<file path="config.mk">
export PLATFORM = sky130hd
export DESIGN_NAME = si_imm_engine
export DESIGN_NICKNAME = d
export VERILOG_FILES = /design/src/rtl/si_pkg.sv /design/src/rtl/si_agen.sv /design/src/rtl/si_alu.sv /design/src/rtl/si_ctrl.sv /design/src/rtl/si_imm_engine.sv
export SDC_FILE = /design/constraint.sdc
export NUM_CORES = 1
export LEC_CHECK = 0
export ABC_CLOCK_PERIOD_IN_PS = 9200
export BUFFER_PORTS_ARGS = -buffer_cell sky130_fd_sc_hd__buf_2
export CAP_MARGIN = 20
export CORE_ASPECT_RATIO = 0.9
export CORE_MARGIN = 2
export CORE_UTILIZATION = 38
export CTS_BUF_LIST = sky130_fd_sc_hd__clkbuf_16
export DETAILED_ROUTE_END_ITERATION = 8
export PLACE_DENSITY = 0.57
export REMOVE_ABC_BUFFERS = 1
export SYNTH_ARGS = -nofsm -noshare
export SYNTH_HDL_FRONTEND = slang
export SYNTH_SLANG_ARGS = --single-unit
</file>
<file path="constraint.sdc">
create_clock -name clk -period 9.2 [get_ports clk]
set_input_delay 1.84 -clock clk [delete_from_list [all_inputs] [get_ports clk]]
set_output_delay 1.84 -clock clk [all_outputs]
set_load 0.005 [all_outputs]
</file>
<file path="src/rtl/si_pkg.sv">
package si_pkg;

  typedef enum logic [1:0] {
    SI_TM    = 2'd0,
    SI_CMP   = 2'd1,
    SI_ADD32 = 2'd2,
    SI_ADD64 = 2'd3
  } si_op_e;

  typedef enum logic [1:0] {
    SZ_BYTE  = 2'd0,
    SZ_HALF  = 2'd1,
    SZ_WORD  = 2'd2,
    SZ_DWORD = 2'd3
  } si_size_e;

  typedef enum logic [1:0] {
    ST_IDLE,
    ST_RD,
    ST_WT,
    ST_WR
  } si_state_e;

  localparam int unsigned SI_DATA_W = 64;
  localparam int unsigned SI_IMM_W  = 8;

endpackage

</file>
<file path="src/rtl/si_agen.sv">
module si_agen #(
  parameter int unsigned ADDR_W = 32,
  parameter int unsigned DISP_W = 20,
  parameter int unsigned BFLD_W = 4
) (
  input  logic [BFLD_W-1:0] base_fld_i,
  input  logic [ADDR_W-1:0] base_val_i,
  input  logic [DISP_W-1:0] disp_i,
  output logic [ADDR_W-1:0] addr_o
);

  logic [ADDR_W-1:0] disp_x;
  logic [ADDR_W-1:0] base_eff;

  generate
    if (ADDR_W > DISP_W) begin : g_sext
      assign disp_x = {{(ADDR_W-DISP_W){disp_i[DISP_W-1]}}, disp_i};
    end else begin : g_trunc
      assign disp_x = disp_i[ADDR_W-1:0];
    end
  endgenerate

  // a zero base field selects no register at all
  assign base_eff = (base_fld_i == '0) ? '0 : base_val_i;
  assign addr_o   = base_eff + disp_x;

endmodule

</file>
<file path="src/rtl/si_alu.sv">
module si_alu
  import si_pkg::*;
(
  input  si_op_e                op_i,
  input  logic [SI_IMM_W-1:0]   imm_i,
  input  logic [SI_DATA_W-1:0]  rdata_i,
  output logic [1:0]            cc_o,
  output logic [SI_DATA_W-1:0]  wdata_o
);

  localparam int unsigned W32 = 32;

  logic [7:0]            byte_v;
  logic [7:0]            sel_v;
  logic [W32-1:0]        sum32;
  logic [SI_DATA_W-1:0]  sum64;
  logic                  ovf32;
  logic                  ovf64;

  function automatic logic [1:0] sum_cc(input logic ovf, input logic zero, input logic neg);
    if (ovf)       return 2'd3;
    else if (zero) return 2'd0;
    else if (neg)  return 2'd1;
    else           return 2'd2;
  endfunction

  always_comb begin
    byte_v = rdata_i[7:0];
    sel_v  = byte_v & imm_i;
    sum32  = rdata_i[W32-1:0] + {{(W32-SI_IMM_W){imm_i[SI_IMM_W-1]}}, imm_i};
    sum64  = rdata_i + {{(SI_DATA_W-SI_IMM_W){imm_i[SI_IMM_W-1]}}, imm_i};
    ovf32  = (rdata_i[W32-1] == imm_i[SI_IMM_W-1]) && (sum32[W32-1] != imm_i[SI_IMM_W-1]);
    ovf64  = (rdata_i[SI_DATA_W-1] == imm_i[SI_IMM_W-1]) &&
             (sum64[SI_DATA_W-1] != imm_i[SI_IMM_W-1]);
    cc_o    = 2'd0;
    wdata_o = {{(SI_DATA_W-W32){1'b0}}, sum32};
    unique case (op_i)
      SI_TM: begin
        if (sel_v == 8'h00)     cc_o = 2'd0;
        else if (sel_v == imm_i) cc_o = 2'd3;
        else                    cc_o = 2'd1;
      end
      SI_CMP: begin
        if (byte_v == imm_i)     cc_o = 2'd0;
        else if (byte_v < imm_i) cc_o = 2'd1;
        else                     cc_o = 2'd2;
      end
      SI_ADD32: cc_o = sum_cc(ovf32, sum32 == '0, sum32[W32-1]);
      SI_ADD64: begin
        cc_o    = sum_cc(ovf64, sum64 == '0, sum64[SI_DATA_W-1]);
        wdata_o = sum64;
      end
      default: cc_o = 2'd0;
    endcase
  end

  always_comb begin
    if (op_i == SI_TM && imm_i == 8'h00) begin
      assert_zero_mask_R2: assert (cc_o == 2'd0);
    end
    if (op_i == SI_CMP) begin
      assert_cmp_range_R3: assert (cc_o != 2'd3);
    end
  end

endmodule

</file>
<file path="src/rtl/si_ctrl.sv">
module si_ctrl
  import si_pkg::*;
#(
  parameter int unsigned ADDR_W = 32
) (
  input  logic                  clk,
  input  logic                  rst_n,
  input  logic                  start_i,
  input  si_op_e                op_i,
  input  logic [ADDR_W-1:0]     addr_i,
  input  logic [SI_IMM_W-1:0]   imm_i,
  input  logic                  rvalid_i,
  input  logic [1:0]            alu_cc_i,
  input  logic [SI_DATA_W-1:0]  alu_wdata_i,
  output si_op_e                op_o,
  output logic [SI_IMM_W-1:0]   imm_o,
  output logic                  mem_req_o,
  output logic                  mem_we_o,
  output logic [ADDR_W-1:0]     mem_addr_o,
  output logic [1:0]            mem_size_o,
  output logic [SI_DATA_W-1:0]  mem_wdata_o,
  output logic                  busy_o,
  output logic                  done_o,
  output logic [1:0]            cc_o
);

  si_state_e             state_q, state_n;
  si_op_e                op_q;
  logic [ADDR_W-1:0]     addr_q;
  logic [SI_IMM_W-1:0]   imm_q;
  logic [SI_DATA_W-1:0]  wdata_q;
  logic [1:0]            ccp_q;
  logic [1:0]            cc_q, cc_n;
  logic                  done_q, done_n;
  logic                  is_add;
  logic                  ld_en;
  logic                  cap_en;

  assign is_add = (op_q == SI_ADD32) || (op_q == SI_ADD64);
  assign ld_en  = (state_q == ST_IDLE) && start_i;
  assign cap_en = (state_q == ST_WT) && rvalid_i;

  always_comb begin
    state_n = state_q;
    unique case (state_q)
      ST_IDLE: if (start_i) state_n = ST_RD;
      ST_RD:   state_n = ST_WT;
      ST_WT:   if (rvalid_i) state_n = is_add ? ST_WR : ST_IDLE;
      ST_WR:   state_n = ST_IDLE;
      default: state_n = ST_IDLE;
    endcase
  end

  always_comb begin
    done_n = (cap_en && !is_add) || (state_q == ST_WR);
    cc_n   = cc_q;
    if (cap_en && !is_add)    cc_n = alu_cc_i;
    else if (state_q == ST_WR) cc_n = ccp_q;
  end

  always_ff @(posedge clk or negedge rst_n) begin
    if (!rst_n) begin
      state_q <= ST_IDLE;
      op_q    <= SI_TM;
      addr_q  <= '0;
      imm_q   <= '0;
      wdata_q <= '0;
      ccp_q   <= 2'd0;
      cc_q    <= 2'd0;
      done_q  <= 1'b0;
    end else begin
      state_q <= state_n;
      done_q  <= done_n;
      cc_q    <= cc_n;
      if (ld_en) begin
        op_q   <= op_i;
        addr_q <= addr_i;
        imm_q  <= imm_i;
      end
      if (cap_en) begin
        wdata_q <= alu_wdata_i;
        ccp_q   <= alu_cc_i;
      end
    end
  end

  always_comb begin
    unique case (op_q)
      SI_ADD32: mem_size_o = SZ_WORD;
      SI_ADD64: mem_size_o = SZ_DWORD;
      default:  mem_size_o = SZ_BYTE;
    endcase
  end

  assign mem_req_o   = (state_q == ST_RD) || (state_q == ST_WR);
  assign mem_we_o    = (state_q == ST_WR);
  assign mem_addr_o  = addr_q;
  assign mem_wdata_o = wdata_q;
  assign busy_o      = (state_q != ST_IDLE);
  assign done_o      = done_q;
  assign cc_o        = cc_q;
  assign op_o        = op_q;
  assign imm_o       = imm_q;

  assert_wr_after_data_R6: assert property (@(posedge clk) disable iff (!rst_n)
    (mem_req_o && mem_we_o) |-> $past(rvalid_i));
  assert_no_wr_test_R6: assert property (@(posedge clk) disable iff (!rst_n)
    (mem_req_o && mem_we_o) |-> (op_q == SI_ADD32 || op_q == SI_ADD64));
  assert_rd_single_R7: assert property (@(posedge clk) disable iff (!rst_n)
    (mem_req_o && !mem_we_o) |=> !mem_req_o);
  assert_done_pulse_R8: assert property (@(posedge clk) disable iff (!rst_n)
    done_q |=> !done_q);
  assert_cc_with_done_R8: assert property (@(posedge clk) disable iff (!rst_n)
    (cc_q != $past(cc_q)) |-> done_q);
  assert_hold_busy_R9: assert property (@(posedge clk) disable iff (!rst_n)
    busy_o |=> ($stable(addr_q) && $stable(op_q) && $stable(imm_q)));

endmodule

</file>
<file path="src/rtl/si_imm_engine.sv">
module si_imm_engine
  import si_pkg::*;
#(
  parameter int unsigned ADDR_W = 32,
  parameter int unsigned DISP_W = 20,
  parameter int unsigned BFLD_W = 4
) (
  input  logic              clk,
  input  logic              rst_n,
  input  logic              start,
  input  logic [1:0]        op,
  input  logic [BFLD_W-1:0] base_fld,
  input  logic [ADDR_W-1:0] base_val,
  input  logic [DISP_W-1:0] disp,
  input  logic [7:0]        imm,
  output logic              mem_req,
  output logic              mem_we,
  output logic [ADDR_W-1:0] mem_addr,
  output logic [1:0]        mem_size,
  output logic [63:0]       mem_wdata,
  input  logic              mem_rvalid,
  input  logic [63:0]       mem_rdata,
  output logic              busy,
  output logic              done,
  output logic [1:0]        cc
);

  logic [ADDR_W-1:0]    ea;
  si_op_e               op_held;
  logic [SI_IMM_W-1:0]  imm_held;
  logic [1:0]           alu_cc;
  logic [SI_DATA_W-1:0] alu_wdata;

  si_agen #(
    .ADDR_W (ADDR_W),
    .DISP_W (DISP_W),
    .BFLD_W (BFLD_W)
  ) u_agen (
    .base_fld_i (base_fld),
    .base_val_i (base_val),
    .disp_i     (disp),
    .addr_o     (ea)
  );

  si_alu u_alu (
    .op_i    (op_held),
    .imm_i   (imm_held),
    .rdata_i (mem_rdata),
    .cc_o    (alu_cc),
    .wdata_o (alu_wdata)
  );

  si_ctrl #(
    .ADDR_W (ADDR_W)
  ) u_ctrl (
    .clk         (clk),
    .rst_n       (rst_n),
    .start_i     (start),
    .op_i        (si_op_e'(op)),
    .addr_i      (ea),
    .imm_i       (imm),
    .rvalid_i    (mem_rvalid),
    .alu_cc_i    (alu_cc),
    .alu_wdata_i (alu_wdata),
    .op_o        (op_held),
    .imm_o       (imm_held),
    .mem_req_o   (mem_req),
    .mem_we_o    (mem_we),
    .mem_addr_o  (mem_addr),
    .mem_size_o  (mem_size),
    .mem_wdata_o (mem_wdata),
    .busy_o      (busy),
    .done_o      (done),
    .cc_o        (cc)
  );

endmodule

</file>
# Yosys cells after proc, flatten, opt, wreduce, memory -nomap -nowiden
# Index checks and enable logic that the tools add are counted.
[op_classes] eq_ne=14 n_mul=0 n_bitwise=1 n_reduce_logical=18 n_lt_le_gt_ge=1 n_div=0 mux=20 n_shift=0 n_addsub=3
[op_table] operator="adder 32 bit" count=2
[op_table] operator="adder 64 bit" count=1
[op_table] operator="logical NOT 64 bit" count=1
[op_table] operator="two-way mux 64 bit" count=1
[op_table] operator="logical NOT 32 bit" count=1
[op_table] operator="two-way mux 32 bit" count=1
[op_table] operator="two-way mux 2 bit" count=15
[op_table] operator="equality test 8 bit" count=2
[op_table] operator="one-hot mux 2 bit (4 select lines)" count=2
[op_table] operator="AND 8 bit" count=1
[op_table] operator="equality test 2 bit, second input constant" count=4
[op_table] operator="logical NOT 8 bit" count=1
[op_table] operator="less-than comparator 8 bit" count=1
[op_table] operator="logical AND 1 bit" count=5
[op_table] operator="equality test 2 x 1 -> 1 bit, second input constant" count=2
[op_table] operator="logical NOT 2 bit" count=2
[op_table] operator="logical NOT 4 bit" count=1
[op_table] operator="!= test 2 bit, second input constant" count=2
[op_table] operator="one-hot mux 2 bit (2 select lines)" count=1
[op_table] operator="nonzero test 2 bit" count=2
[op_table] operator="logical OR 1 bit" count=3
[op_table] operator="equality test 1 bit" count=2
[op_table] operator="!= test 1 bit" count=2
[op_table] operator="AND reduction 2 bit" count=1
[op_table] operator="logical NOT 1 bit" count=1
[word_totals] input_bits=134 register_bits=113 memories=0 ram_bits=0 rom_bits=0 latch_bits=0 output_inout_bits=104

# Depth between registers and ports, before layout
# Gate-level depths: netlist (run 1).
[depth] word_depth=6 ltp_mapped=19 depth_no_buf=18

# Hierarchy
# Synthesis (run 1) repeated with hierarchy kept, for this count alone.
[unflattened] cells_unflattened=1413 hier_area_um2=12049.1
[by_module_without_submodules] mod="si_alu" n_inst=1 cells_each=867 seq_area_each_um2=0.0 area_each_um2=5605.4
[by_module_without_submodules] mod="si_ctrl" n_inst=1 cells_each=255 seq_area_each_um2=2827.7 area_each_um2=4409.2
[by_module_without_submodules] mod="si_agen" n_inst=1 cells_each=291 seq_area_each_um2=0.0 area_each_um2=2034.5

# Worst setup path after synthesis (run 1)
# OpenSTA, ideal clock, no wires.
[synth_timing] path_type="input to register" start="in base_fld[3]" end="reg u_ctrl.addr_q[31], in the netlist u_ctrl.mem_addr_o[31]" slack_ps=3673 arrival_time_ps=5406 required_ps=9079 n_path_buf=1 path_stages=17 setup_ps=121 cell_sequence="nor4_1 clkbuf_1 nor2b_1 ha_1 a21o_1 a21o_1 a2111oi_2 o21ai_0 a221oi_1 a311o_1 a31oi_1 a31oi_1 nand2b_1 a21oi_1 nor4_1 a31o_2 nor2_1"
[synth_between] elab_chain_len=3
[synth_lines] item="from (decl)" line="si_imm_engine.sv:12" rtl="input logic [BFLD_W-1:0] base_fld,"
[synth_lines] item="logical NOT 4 bit" line="si_agen.sv:24" rtl="assign base_eff = (base_fld_i == '0) ? '0 : base_val_i;"
[synth_lines] item="two-way mux 32 bit" line="si_agen.sv:24"
[synth_lines] item="adder 32 bit" line="si_agen.sv:25" rtl="assign addr_o = base_eff + disp_x;"
[synth_lines] item="to (signal assigned)" line="si_ctrl.sv:77" rtl="addr_q <= addr_i;"
[synth_lines] item="to (decl)" line="si_ctrl.sv:29" rtl="logic [ADDR_W-1:0] addr_q;"
# No other way between the ends.
# A chain may end at the register's enable or synchronous reset.

# Worst setup path in the final report (run 1)
# Ends and elaborated chain as after synthesis.

==> results_dict.tcl, run 1 <==
set metrics [dict create \
    outcome "finished clean" \
    cts_hold_repair.buffers 0 \
    internal-power_mw 2.224 \
    ir_worst_vdd_mv 0.1321 \
    endpoint_kind "flop" \
    combPwrFrac_pct 64.0 \
    hold_viol 0 \
    p_sw_mw 2.139 \
    maxCapViolations 0 \
    crit_path_start_kind "input port" \
    timing.rr.end "u_ctrl.ccp_q[1]$_DFFE_PN0P_" \
    switching_share_pct 49.03 \
    period_needed_ns 5.872 \
    vias_per_cell 5.553 \
    cts_setup_buffers 0 \
    fmax_mhz 170.3 \
    yosys.area.top_type "dfrtp_1" \
    yosys_register_bits 113 \
    clkLatencyLatePin_ns 0.43 \
    synth-edff-count 0 \
    dieWidth_um 180.1 \
    synth_mux_area_share_pct 1.168 \
    synth.yosys.seq_area_share_pct 26.66 \
    post-dp-hpwl_um 25890 \
    grt_overflow 0 \
    synth.most_common_cell "nand2_1" \
    crit_start "base_fld[3]" \
    synth-adder-area-share_pct 13.35 \
    start_util_pct 38.26 \
    antenna_left 0 \
    h-tree-depth 4 \
    synthTopCellsByCount "nand2_1, o21ai_0, dfrtp_1" \
    ioPinCount 238 \
    grt_max_degree 94 \
    synth-simple-area-share_pct 21.60 \
    path_clk_slew_ns 0.06 \
    vias 10510 \
    synth-main-ff-cell "dfrtp_1" \
    worstPathArrival_ns 6.18 \
    synth_top_family_by_area "compound AO/OA/AOI/OAI gates" \
    initialDrtViolationCount 745 \
    rr_worst_depth 15 \
    crit_path_end "u_ctrl.mem_addr_o[31]$_DFFE_PN0P_" \
    totalWireLength_um 33200 \
    p_leak_nw 6.257 \
    firstDrtPassIters 5 \
    p_seq_share_pct 20.6 \
    track_usage_pct 22.38 \
    gp_congestion 0.8684 \
    hp-class "flop to flop" \
    max-clock-path-buffers 2 \
    drive_gt1_share_pct 19.75 \
    die_h_um 162.5 \
    wl_per_cell_um 17.54 \
    finClkSkew_ns 0.01476 \
    finalCritPeriodShare_pct 63.83 \
    synthesis.area_sq_um 10610 \
    fin_setup_tns_ns 0 \
    grt_pass1_vias 10170 \
    async_flop_share_pct 100.0 \
    coreArea_sq_um 27720 \
    area_growth_pct 19.28 \
    grt_pass1_wl_um 52960 \
    setup_slack_ns 3.328 \
    slew_headroom_pct 32.14 \
    drc 0 \
    powerDensity_nw_per_um2 344.9 \
    post_synth_num_cell_types 77 \
    cts_buffers 17 \
    netlist_instances 1319 \
    path_class "input port to flop" \
    yosys.area.top_type_share_pct 26.66 \
    critPathMaxFanout 32 \
    root_buffer "clkbuf_16" \
    ctsResizeCount 0 \
    synth_area_leaders "dfrtp_1, ha_1, nand2_1, o21ai_0, a21oi_1" \
    numPortBuffers 237 \
    drv_slew 0 \
    worst_pin_slew_ns 1.014 \
    rows 58 \
    final_net_count 1762 \
    worstPathRequired_ns 9.50 \
    numClockSinks 113 \
    fill_cells 2850 \
    avgSynthCellArea_sq_um 8.041 \
    r2r_setup_slack_ns 4.31 \
    timing.rr.start "u_ctrl.imm_o[7]$_DFFE_PN0P_" \
    dieArea_sq_um 29270 \
    fin_util_pct 45.64 \
    cts_tree "built" \
    dp_worst_setup_slack_ns 2.929 \
    pwr-share-clk_pct 15.4 \
    synth_compound_area_share_pct 27.04 \
    grt_antenna_before_repair 4 \
    yosys.area_share.xor_xnor_pct 6.193 \
    rsz0062_at_grt "false" \
    setup_viol 0 \
    yosysWarnings 0 \
]
-- sequential cells by signal (all words and copies together), names as in the netlist --
| signal | cells |
|---|---|
| u_ctrl.done_o | 1 |
| u_ctrl.mem_wdata_o | 64 |
| u_ctrl.op_o | 2 |
| u_ctrl.state_q | 2 |
| u_ctrl.ccp_q | 2 |
| u_ctrl.imm_o | 8 |
| u_ctrl.cc_o | 2 |
| u_ctrl.mem_addr_o | 32 |
-- stage by stage --
| stage | cell area [sq um] | hold WS, ns | std cells | power (mW) |
|---|---|---|---|---|
| after floorplan | 10360 | 0.4564 | 1256 | 2.779 |
| after global placement | 12040 | 0.4531 | 1856 | 3.651 |
| after detailed placement | 12040 | 0.4579 | 1856 | 3.665 |
| after CTS | 12610 | 0.4765 | 1888 | 4.359 |
| after global routing | 12640 | 0.4935 | 1890 | 4.753 |
| final | 12650 | 0.4727 | 1893 | 4.363 |
-- critical path: stages --
cell and delay (ns):
buf_2 0.10, nor4_2 0.26, buf_4 0.34, nand2b_1 0.20, inv_1 0.06, ha_1 0.26, a21o_1 0.17, a21o_1 0.22
a2111oi_2 0.40, o21ai_0 0.20, a221oi_1 0.71, a311o_1 0.32, a31oi_1 0.12, a31oi_1 0.25, nand2b_1 0.16, a21oi_1 0.10
nor4_1 0.26, a31o_2 0.15, nor2_1 0.04
-- per-layer routing --
| metal | track usage (%) | vias to the layer above | share of wire, % |
|---|---|---|---|
| met1 | 30.39 | 4905 | 46 |
| met3 | 6.932 | 36 | 8.4 |
| li1 | - | 5221 | - |
| met2 | 35.11 | 347 | 44 |
| met5 | 0 | - | 0.039 |
| met4 | 4.765 | 2 | 1.6 |
-- layout make-up --
| cell class | count | area (sq um) | area share [%] |
|---|---|---|---|
| multi-input cells | 1096 | 7377 | 58.31 |
| flip-flops and latches | 113 | 2829 | 22.36 |
| repair buffers | 241 | 1239 | 9.791 |
| well taps | 360 | 450.4 | 3.560 |
| clock buffers | 17 | 425.4 | 3.363 |
| inverters | 47 | 176.4 | 1.395 |
| clock inverters | 15 | 143.9 | 1.137 |
| diodes | 4 | 10.01 | 0.07912 |
-- power groups by stage --
stage                     Combinational, mW  Sequential, mW  Clock (mW)
after floorplan                        1.87           0.907           0
after global placement                 2.75           0.904           0
after detailed placement               2.76           0.908           0
after CTS                              2.77           0.905       0.685
after global routing                   3.11           0.934       0.706
final                                  2.79           0.900       0.672
-- how the worst min path moves through the flow --
stage	startpoint	to	slack (ns)	depth (start not counted)
final	u_ctrl.mem_addr_o[21]$_DFFE_PN0P_	u_ctrl.mem_addr_o[21]$_DFFE_PN0P_	0.47	2
after global routing	u_ctrl.mem_addr_o[24]$_DFFE_PN0P_	u_ctrl.mem_addr_o[24]$_DFFE_PN0P_	0.49	2
after CTS	u_ctrl.mem_addr_o[0]$_DFFE_PN0P_	u_ctrl.mem_addr_o[0]$_DFFE_PN0P_	0.48	2
after detailed placement	u_ctrl.mem_addr_o[24]$_DFFE_PN0P_	u_ctrl.mem_addr_o[24]$_DFFE_PN0P_	0.46	2
after global placement	u_ctrl.mem_addr_o[21]$_DFFE_PN0P_	u_ctrl.mem_addr_o[21]$_DFFE_PN0P_	0.45	2
after floorplan	u_ctrl.ccp_q[0]$_DFFE_PN0P_	u_ctrl.ccp_q[0]$_DFFE_PN0P_	0.46	2
-- cells by family after synthesis --
logic type	Yosys count
and+or+nand+nor	460
AOI/OAI and AO/OA	437
DFF	113
adders and majority gates	112
buffers and inverters	110
xor gates and xnor gates	75
muxes	12
-- cell usage in the layout (no fill, tap or decap), types with 16 or more instances in the layout --
cell and n:
a21o_1 46, a21oi_1 103, a22o_1 20, and3_1 19, buf_2 236, clkbuf_16 17
dfrtp_1 112, ha_1 110, inv_1 48, nand2_1 179, nand2b_1 20, nand3_1 23
nand4_1 23, nor2_1 65, nor2b_1 41, nor3_1 19, o21ai_0 120, o21bai_1 18
o31ai_1 16, xnor2_1 47, xor2_1 28
Note: power is estimated with default switching activity, not from simulation.
==> inputs of run 2 (changes only) <==
Settings changed: ABC_AREA set to 1, ABC_CLOCK_PERIOD_IN_PS 9200 to 6120, PLACE_DENSITY 0.57 to 0.56.
Clock period 9.2 ns to 6.12 ns, I/O delays scaled along.
==> run 2 against run 1 <==
  * Combinational power increased by 73%
  * Die area rose by 18%
  * Flip-flop and latch count stayed put
  * Final area grew 18%
  * Non-clock buffer count up 5
  * Global-route usage rose by 4.4 points
  * Hold slack gained 0.00075 ns
  * Sequential share of layout area down 3.4 points
  * Register-to-register slack got worse by 2.4 ns
  * Critical path depth increased by 5
  * Synthesized area up 19%
==> results_dict.tcl, run 2 <==
set metrics [dict create \
    grt_overflow 0 \
    endpoint_kind "flop" \
    final_cell_mix "nand2_1, inv_1, buf_2" \
    yosysWarnings 0 \
    drv_slew 0 \
    grt_pass1_vias 13200 \
    worst_pin_slew_ns 0.9671 \
    timing.rr.start "u_ctrl.imm_o[7]$_DFFE_PN0P_" \
    gr-usage-met2_pct 40.50 \
    slowest_delay_ns 0.57 \
    wl_per_cell_um 16.10 \
    synth.yosys.seq_area_share_pct 22.45 \
    vias 13930 \
    grt_pass1_wl_um 71240 \
    final_net_count 2640 \
    worstPathArrival_ns 4.47 \
    grt_busiest_layer "met2" \
    largest_reg_flops 64 \
    clkLatencyLatePin_ns 0.44 \
    path_class "flop to flop" \
    dieWidth_um 195.9 \
    yosys_register_bits 113 \
    h-tree-depth 4 \
    synth_area_leaders "nand2_1, dfrtp_1, inv_1, ha_1, nor2_1" \
    setup_slack_ns 1.949 \
    vias_per_cell 4.922 \
    grt_max_degree 96 \
    fill_cells 3619 \
    ir_worst_vdd_mv 0.2458 \
    maxCapViolations 0 \
    grt_util_met1_pct 38.85 \
    cts_buffers 17 \
    cp_cell_sequence "buf_4, buf_4, ha_1, nand2_1, nor2_1, nand2_1, inv_1, nand2_1, nor2_1, nor2_1, nand2_1, nand2_1, nand2_1, nand2_1, nor2_1, nand2_1, nor2_1, nand3_1, nand2_1, nand2_1, nand2_1, nand3_1, nand2_1, o21ai_1" \
    grt_antenna_before_repair 1 \
    cts_tree "built" \
    yosys.area.top_type "nand2_1" \
    p_leak_nw 8.833 \
    p_total_mw 7.222 \
    async_flop_share_pct 100.0 \
    min_path_cells 2 \
    hold_viol 0 \
    synth.most_common_cell "nand2_1" \
    start_util_pct 38.41 \
    synthTopCellsByCount "nand2_1, inv_1, nor2_1" \
    critPathSlowestCell "dfrtp_2" \
    timing.rr.end "u_ctrl.ccp_q[1]$_DFFE_PN0P_" \
    max-clock-path-buffers 2 \
    fin_area_sq_um 14900 \
    synth-edff-count 0 \
    synth-main-ff-cell "dfrtp_1" \
    numPortBuffers 237 \
    totalWireLength_um 45550 \
    root_buffer "clkbuf_16" \
    finalCritPeriodShare_pct 68.16 \
    netlist_instances 2157 \
    antenna_left 0 \
    dieArea_sq_um 34620 \
    powerDensity_nw_per_um2 484.6 \
    drive_gt1_share_pct 14.46 \
    firstDrtPassIters 6 \
    critPathMaxFanout 19 \
    crit_path_start_kind "flop" \
    use_met3_pct 5.412 \
    period_needed_ns 4.171 \
    coreArea_sq_um 32790 \
    outcome "finished clean" \
    rows 63 \
    cpMostUsedCell "nand2_1" \
    post-dp-hpwl_um 38390 \
    path_clk_slew_ns 0.06 \
    track_usage_pct 26.73 \
    fin_setup_tns_ns 0 \
    hold_end "u_ctrl.mem_wdata_o[20]$_DFFE_PN0P_" \
    avgSynthCellArea_sq_um 5.840 \
    post_synth_num_cell_types 43 \
    ctsResizeCount 0 \
    drc 0 \
    final_common_cell "nand2_1" \
    synthesis.area_sq_um 12600 \
    r2r_setup_slack_ns 1.95 \
    numClockSinks 113 \
    ioPinCount 238 \
    hp-class "flop to flop" \
    cts_hold_repair.buffers 0 \
    yosys.area.top_type_share_pct 24.88 \
    cts_setup_buffers 0 \
    finClkSkew_ns 0.01007 \
    area_growth_pct 18.32 \
    place_area_sq_um 14270 \
    rr_worst_depth 24 \
    worstPathRequired_ns 6.42 \
    min_from "u_ctrl.mem_wdata_o[20]$_DFFE_PN0P_" \
    setup_viol 0 \
    initialDrtViolationCount 992 \
    fmax_mhz 239.7 \
    rsz0062_at_grt "false" \
    gp_congestion 0.9709 \
    slew_headroom_pct 35.52 \
    die_h_um 176.7 \
    dp_worst_setup_slack_ns 1.564 \
]
## run 2: critical path, delay by kind of cell, from the launching register on
kind                     cells  cell delay, ns
AND/OR/NAND/NOR             19            2.38
buffers and inverters        3            0.62
flip-flops                   1            0.57
adder cells (fa/ha/maj)      1            0.41
AO/OA/AOI/OAI                1            0.06
## run 2: worst max-delay path by stage
stage               depth (start not counted)  slack (ns)                           endpoint                   startpoint
finish                                     24        1.95        u_ctrl.ccp_q[1]$_DFFE_PN0P_  u_ctrl.imm_o[7]$_DFFE_PN0P_
global route                               24        1.60        u_ctrl.ccp_q[1]$_DFFE_PN0P_  u_ctrl.imm_o[7]$_DFFE_PN0P_
CTS                                        22        2.03  u_ctrl.mem_addr_o[25]$_DFFE_PN0P_                  base_fld[3]
detailed placement                         22        1.56  u_ctrl.mem_addr_o[25]$_DFFE_PN0P_                  base_fld[3]
global placement                           22        1.58  u_ctrl.mem_addr_o[25]$_DFFE_PN0P_                  base_fld[3]
floorplan                                  20        0.21  u_ctrl.mem_addr_o[25]$_DFFE_PN0P_                  base_fld[2]
## run 2: through the flow
step | hold slack, ns | cells | utilization [%]
2_1_floorplan | 0.4493 | 2129 | -
3_3_place_gp | 0.4574 | 2796 | 43.53
3_5_place_dp | 0.4678 | 2796 | 43.53
4_1_cts | 0.4812 | 2828 | 45.36
5_1_grt | 0.5031 | 2830 | 45.45
6_report | 0.4735 | 2830 | 45.45
## run 2: cell families after synthesis
kind of cell,synth area share (%)
adder cells (fa/ha/maj),11.24
flip-flops,22.45
buffers and inverters,12.70
AND/OR/NAND/NOR,40.08
XOR/XNOR,2.503
AO/OA/AOI/OAI,11.02
## run 2: layout make-up
type                    count  area [sq um]  area share [%]
repair buffers            246          1276           8.564
diodes                      1         2.502         0.01679
clock inverters            15         173.9           1.167
flip-flops and latches    113          2829           18.98
multi-input cells        1618          8174           54.85
inverters                 398          1494           10.02
clock buffers              17         425.4           2.855
well taps                 422         528.0           3.543
## run 2: routing by layer
metal,vias up,wire length [um]
met4,0,672
met5,-,0
met1,6302,22730
li1,7175,-
met3,38,3199
met2,413,18950
## run 2: where the power goes
part / total, mW / internal (mW) / switching [mW]
clock network: 1.03 / 0.611 / 0.422
registers: 1.36 / 1.11 / 0.250
logic: 4.83 / 1.60 / 3.22
